### config.mk
export PLATFORM = sky130hd
export DESIGN_NAME = page_mapper_top
export DESIGN_NICKNAME = d
export VERILOG_FILES = /design/src/rtl/pmm_pkg.sv /design/src/rtl/pmm_window_decode.sv /design/src/rtl/pmm_page_file.sv /design/src/rtl/pmm_xlate.sv /design/src/rtl/page_mapper_top.sv
export SDC_FILE = /design/constraint.sdc
export NUM_CORES = 1
export LEC_CHECK = 0
export BUFFER_PORTS_ARGS = -buffer_cell sky130_fd_sc_hd__buf_4
export CAP_MARGIN = 10
export CORE_AREA = 2 2 185 96
export CTS_CLUSTER_SIZE = 25
export DETAILED_ROUTE_END_ITERATION = 10
export DIE_AREA = 0 0 187 98
export GPL_TIMING_DRIVEN = 0
export PLACE_DENSITY = 0.53
export SLEW_MARGIN = 25
export SYNTH_ARGS = -nofsm -noshare
export SYNTH_HDL_FRONTEND = slang
export SYNTH_SLANG_ARGS = --single-unit
### constraint.sdc
create_clock -name clk -period 10 [get_ports clk]
set_input_delay 3 -clock clk [delete_from_list [all_inputs] [get_ports clk]]
set_output_delay 3 -clock clk [all_outputs]
set_load 0.01 [all_outputs]
### src/rtl/pmm_pkg.sv
package pmm_pkg;
  localparam int OFS_W = 12;
  localparam int SEL_W = 4;
  localparam int NREG  = 16;
  localparam logic [15:0] WIN_BASE = 16'h4000;

  // page field of a written word, masked to the fitted page width
  function automatic logic [7:0] page_of_word(input logic [15:0] w, input int pw);
    logic [7:0] mask;
    mask = (pw >= 8) ? 8'hFF : 8'((9'd1 << pw) - 9'd1);
    return w[15:8] & mask;
  endfunction

  // bank field of a written word, masked to the fitted bank width
  function automatic logic [7:0] bank_of_word(input logic [15:0] w, input int bw);
    logic [7:0] mask;
    mask = (bw >= 8) ? 8'hFF : 8'((9'd1 << bw) - 9'd1);
    return w[7:0] & mask;
  endfunction

  // upper address bits (15:5) compared against the register window
  function automatic logic in_window(input logic [10:0] upper);
    return upper == WIN_BASE[15:5];
  endfunction

  // readback word: page byte repeated in both halves
  function automatic logic [15:0] mirror_word(input logic [7:0] pg);
    return {pg, pg};
  endfunction
endpackage

### src/rtl/pmm_window_decode.sv
module pmm_window_decode
  import pmm_pkg::*;
(
  input  logic [15:1] addr_hi,
  input  logic        reg_en,
  output logic        hit,
  output logic [SEL_W-1:0] idx
);
  logic in_win;
  assign in_win = in_window(addr_hi[15:5]);
  assign hit    = reg_en && in_win;
  assign idx    = addr_hi[4:1];
endmodule

### src/rtl/pmm_page_file.sv
module pmm_page_file
  import pmm_pkg::*;
#(
  parameter int PAGE_W = 5,
  parameter int BANK_W = 2
) (
  input  logic              clk,
  input  logic              rst_n,
  input  logic              wr_en,
  input  logic [SEL_W-1:0]  wr_idx,
  input  logic [15:0]       wr_data,
  input  logic [SEL_W-1:0]  xl_idx,
  output logic [PAGE_W-1:0] rd_page,
  output logic [PAGE_W-1:0] xl_page,
  output logic [BANK_W-1:0] xl_bank
);
  logic [NREG-1:0][PAGE_W-1:0] page_q;
  logic [NREG-1:0][BANK_W-1:0] bank_q;
  logic [PAGE_W-1:0] new_page;
  logic [BANK_W-1:0] new_bank;

  assign new_page = PAGE_W'(page_of_word(wr_data, PAGE_W));
  assign new_bank = BANK_W'(bank_of_word(wr_data, BANK_W));

  for (genvar g = 0; g < NREG; g++) begin : g_reg
    logic sel_w;
    assign sel_w = wr_en && (wr_idx == SEL_W'(g));
    always_ff @(posedge clk or negedge rst_n) begin
      if (!rst_n) begin
        page_q[g] <= '0;
        bank_q[g] <= '0;
      end else if (sel_w) begin
        page_q[g] <= new_page;
        bank_q[g] <= new_bank;
      end
    end
  end

  assign rd_page = page_q[wr_idx];
  assign xl_page = page_q[xl_idx];
  assign xl_bank = bank_q[xl_idx];

  AST_HOLD_WITHOUT_WRITE: assert property (@(posedge clk) disable iff (!rst_n)
    !wr_en |=> ($stable(page_q) && $stable(bank_q)));
endmodule

### src/rtl/pmm_xlate.sv
module pmm_xlate
  import pmm_pkg::*;
#(
  parameter int PAGE_W = 5,
  parameter int BANK_W = 2,
  localparam int PHYS_W = OFS_W + PAGE_W + BANK_W
) (
  input  logic              map_en,
  input  logic [15:0]       cpu_addr,
  input  logic [PAGE_W-1:0] page,
  input  logic [BANK_W-1:0] bank,
  output logic [PHYS_W-1:0] phys
);
  logic [PHYS_W-1:0] mapped;
  logic [PHYS_W-1:0] passed;
  assign mapped = {bank, page, cpu_addr[OFS_W-1:0]};
  assign passed = PHYS_W'(cpu_addr);
  assign phys   = map_en ? mapped : passed;
endmodule

### src/rtl/page_mapper_top.sv
module page_mapper_top
  import pmm_pkg::*;
#(
  parameter int PAGE_W = 5,
  parameter int BANK_W = 2,
  localparam int PHYS_W = OFS_W + PAGE_W + BANK_W
) (
  input  logic              clk,
  input  logic              rst_n,
  input  logic [15:0]       cpu_addr,
  input  logic [15:0]       cpu_wdata,
  input  logic              cpu_wr,
  input  logic              map_en,
  input  logic              reg_en,
  output logic [PHYS_W-1:0] phys_addr,
  output logic              reg_hit,
  output logic [15:0]       reg_rdata
);
  logic [SEL_W-1:0]  win_idx;
  logic              win_write;
  logic [PAGE_W-1:0] rd_page;
  logic [PAGE_W-1:0] xl_page;
  logic [BANK_W-1:0] xl_bank;

  pmm_window_decode u_dec (
    .addr_hi (cpu_addr[15:1]),
    .reg_en  (reg_en),
    .hit     (reg_hit),
    .idx     (win_idx)
  );

  assign win_write = reg_hit && cpu_wr;

  pmm_page_file #(.PAGE_W(PAGE_W), .BANK_W(BANK_W)) u_file (
    .clk     (clk),
    .rst_n   (rst_n),
    .wr_en   (win_write),
    .wr_idx  (win_idx),
    .wr_data (cpu_wdata),
    .xl_idx  (cpu_addr[15:12]),
    .rd_page (rd_page),
    .xl_page (xl_page),
    .xl_bank (xl_bank)
  );

  pmm_xlate #(.PAGE_W(PAGE_W), .BANK_W(BANK_W)) u_xl (
    .map_en   (map_en),
    .cpu_addr (cpu_addr),
    .page     (xl_page),
    .bank     (xl_bank),
    .phys     (phys_addr)
  );

  assign reg_rdata = reg_hit ? mirror_word(8'(rd_page)) : 16'h0000;

  AST_OFFSET_THROUGH: assert property (@(posedge clk) disable iff (!rst_n)
    phys_addr[OFS_W-1:0] == cpu_addr[OFS_W-1:0]);
  AST_PASS_IDENTITY: assert property (@(posedge clk) disable iff (!rst_n)
    !map_en |-> (phys_addr[15:0] == cpu_addr && (phys_addr >> 16) == '0));
  AST_CLOSED_NO_HIT: assert property (@(posedge clk) disable iff (!rst_n)
    !reg_en |-> !reg_hit);
  AST_MIRROR_READ: assert property (@(posedge clk) disable iff (!rst_n)
    reg_rdata[15:8] == reg_rdata[7:0]);
  AST_PAGE_BOUND: assert property (@(posedge clk) disable iff (!rst_n)
    (reg_rdata[15:8] >> PAGE_W) == 8'h00);
  AST_IDLE_READ_ZERO: assert property (@(posedge clk) disable iff (!rst_n)
    !reg_hit |-> reg_rdata == 16'h0000);
endmodule

==> metrics.yaml <==
path_clk_slew_ps: 70
ys_seq_area_frac: 0.458
slowest_stage: "clkbuf_1"
period_share: 0.845
fmaxAchievable_mhz: 118
dieHeight_um: 98
p_seq_frac: 0.469
p_leak_nw: 3.37
grt_max_degree: 75
post_cts_resized: 0
worstReg2RegStart: "u_file.page_q[62]$_DFFE_PN0P_"
dpl_worst_slack_ps: 1580
switchingPower_uw: 222
yosys.area.top_type_share: 0.458
drt_first_pass_iters: 5
crit_top_cell: "buf_4"
final_util: 0.428
ios: 73
drive_above_1_share: 0.556
grt_antenna_before_repair: 0
avgViaCountPerCell: 5.49
drt_iter0_drc: 306
finalClockSkew_ps: 0
core_area_um2: 16900
relSlewSlack: 0.327
cts_buffer_depth: 2
setup_violations: 0
crit_chain: "buf_4 -> clkbuf_1 -> clkbuf_1 -> mux4_2 -> a22oi_1 -> a31oi_1 -> buf_4 -> buf_4"
synth_most_common_cell: "dfrtp_1"
drv_slew: 0
switching_share: 0.230
crit_start: "cpu_addr[2]"
required_ps: 7000
vdd_drop_max_v: 0.0000886
worstMarginPinSlew_ps: 1000
vias: 3982
maxCapViolCount: 0
p_per_area_nw_per_um2: 133
clock_latency_ps: 360
cts_buffers: 9
ys_ff_latch: 112
cts_setup_buffers: 0
dieArea_um2: 18300
status: "finished, final reports clean"
antenna_cells: 0
rsz0062_at_grt: "false"
dp_hpwl_um: 12900
async_reset_ff_frac: 1.00
totalWireLength_um: 17700
yosys-top-cells-area: "dfrtp_1 (46%), mux2_2 (18%), mux4_2 (17%)"
area_delta_synth_final_pct: 18.1
endpoint: "reg_rdata[10]"
row_count: 34
gp_congestion: 0.859
ys.flop_type: "dfrtp_1"
yosysTopAreaCell: "dfrtp_1"
reg2reg_depth: 1
fin_crit_ps: 8450
io_buffer_count: 54
synth_edf_count: 0
finalSetupTns_ps: 0
avgSynthCellArea_um2: 14.8
track_usage: 0.201
startpoint_type: "input port"
grt_overflow: 0
wire_per_inst_um: 24.4
placed_area_um2: 6880
clkPwrFrac: 0.448
critPathTopFamily: "buffers and inverters"
cp.depth: 8
hp-class: "reg2reg"
num-fill-cells: 1547
synth_area_um2: 6130
crit_type: "in2out"
cp.arrival_ps: 5450
rr_endpoint: "u_file.page_q[62]$_DFFE_PN0P_"
ant_nets: 0
crit_path_end_kind: "output port"
grt_pass1_wl_um: 26400
final_cell_area_um2: 7230
start_util: 0.363
crit_path_max_fanout: 10
synth_warnings: 0
htreeDepth: 3
slowest_delay_ps: 710
grt_pass1_vias: 3912
synth_common_cells: "dfrtp_1 (112), mux2_2 (100), mux4_2 (45), buf_4 (23), clkbuf_1 (16)"
rrSetupSlack_ps: 9150
die_w_um: 187
internal-power_uw: 743
cts_tree: "yes"
ys_types: 37
hold-path-cell-count: 1
syn_inst: 415
nets: 523
clock_sinks: 112
comb_power_share: 0.082
hold_viol_final: 0
drc_errors: 0
timing.final.ws_setup_ps: 1550
ctsHoldBuffers: 0
path_buf_inv: 5
root_buffer: "clkbuf_16"
==> how the worst min path moves through the flow <==
| stage | start | end | slack [ps] |
|---|---|---|---|
| after global placement | u_file.bank_q[2]$_DFFE_PN0P_ | u_file.bank_q[2]$_DFFE_PN0P_ | 470 |
| after detailed placement | u_file.bank_q[2]$_DFFE_PN0P_ | u_file.bank_q[2]$_DFFE_PN0P_ | 480 |
| after global routing | u_file.bank_q[13]$_DFFE_PN0P_ | u_file.bank_q[13]$_DFFE_PN0P_ | 520 |
| after CTS | u_file.bank_q[2]$_DFFE_PN0P_ | u_file.bank_q[2]$_DFFE_PN0P_ | 500 |
| final | u_file.bank_q[2]$_DFFE_PN0P_ | u_file.bank_q[2]$_DFFE_PN0P_ | 490 |
| after floorplan | u_file.bank_q[6]$_DFFE_PN0P_ | u_file.bank_q[6]$_DFFE_PN0P_ | 450 |
==> flip-flops by register name (all words and copies together), names as in the netlist <==
signal,count
u_file.bank_q,32
u_file.page_q,80
==> power groups by stage <==
stage,Clock (mW),Sequential (mW),Combinational (mW)
detailed placement,0,0.462,0.0798
floorplan,0,0.462,0.0379
CTS,0.442,0.453,0.0800
global placement,0,0.462,0.0771
finish,0.432,0.453,0.0794
global route,0.459,0.453,0.0860
==> final cells by class <==
cell class,count,area (µm²),share of cell area
Tap cell,234,293,0.0405
Clock inverter,4,98.8,0.0137
Inverter,3,11.3,0.00156
Sequential cell,112,2800,0.388
Buffer,52,302,0.0417
Multi-Input combinational cell,253,3030,0.419
Clock buffer,12,256,0.0355
Timing Repair Buffer,55,437,0.0604
==> cells in the final DEF, fill, tap and decap left out, types with 3 or more instances in the layout <==
master / n
nand2_1: 6
a22oi_1: 6
nor2_1: 3
nor3_2: 12
or3_1: 4
mux2_1: 5
conb_1: 6
o22ai_1: 3
buf_2: 10
buf_4: 76
mux2i_1: 15
mux4_2: 45
a31oi_1: 9
nor2b_1: 5
dfrtp_1: 112
clkbuf_16: 9
bufinv_16: 3
nand3_1: 9
clkbuf_1: 17
mux2_4: 7
mux2_2: 100
==> kinds of logic after synthesis <==
group,Yosys count,synth area share
compound gates,25,0.0276
buf+inv,55,0.0507
flops,112,0.458
mux,172,0.400
other cells,1,0.000612
simple gates,50,0.0635
==> metal layers <==
| layer | track usage | vias to the layer above | share of wire |
|---|---|---|---|
| met3 | 0.0679 | 9 | 0.092 |
| met5 | 0 | - | 0 |
| met1 | 0.325 | 2122 | 0.50 |
| met4 | 0.0305 | 0 | 0.0055 |
| met2 | 0.258 | 146 | 0.40 |
| li1 | - | 1705 | - |
==> per-stage QoR <==
step / hold WS (ps) / total power [mW] / cells
6_report: 489 / 0.965 / 725
5_1_grt: 516 / 0.998 / 725
4_1_cts: 495 / 0.975 / 725
3_5_place_dp: 478 / 0.542 / 709
3_3_place_gp: 469 / 0.539 / 708
2_1_floorplan: 453 / 0.500 / 420
Note: power is estimated with default switching activity, not from simulation.
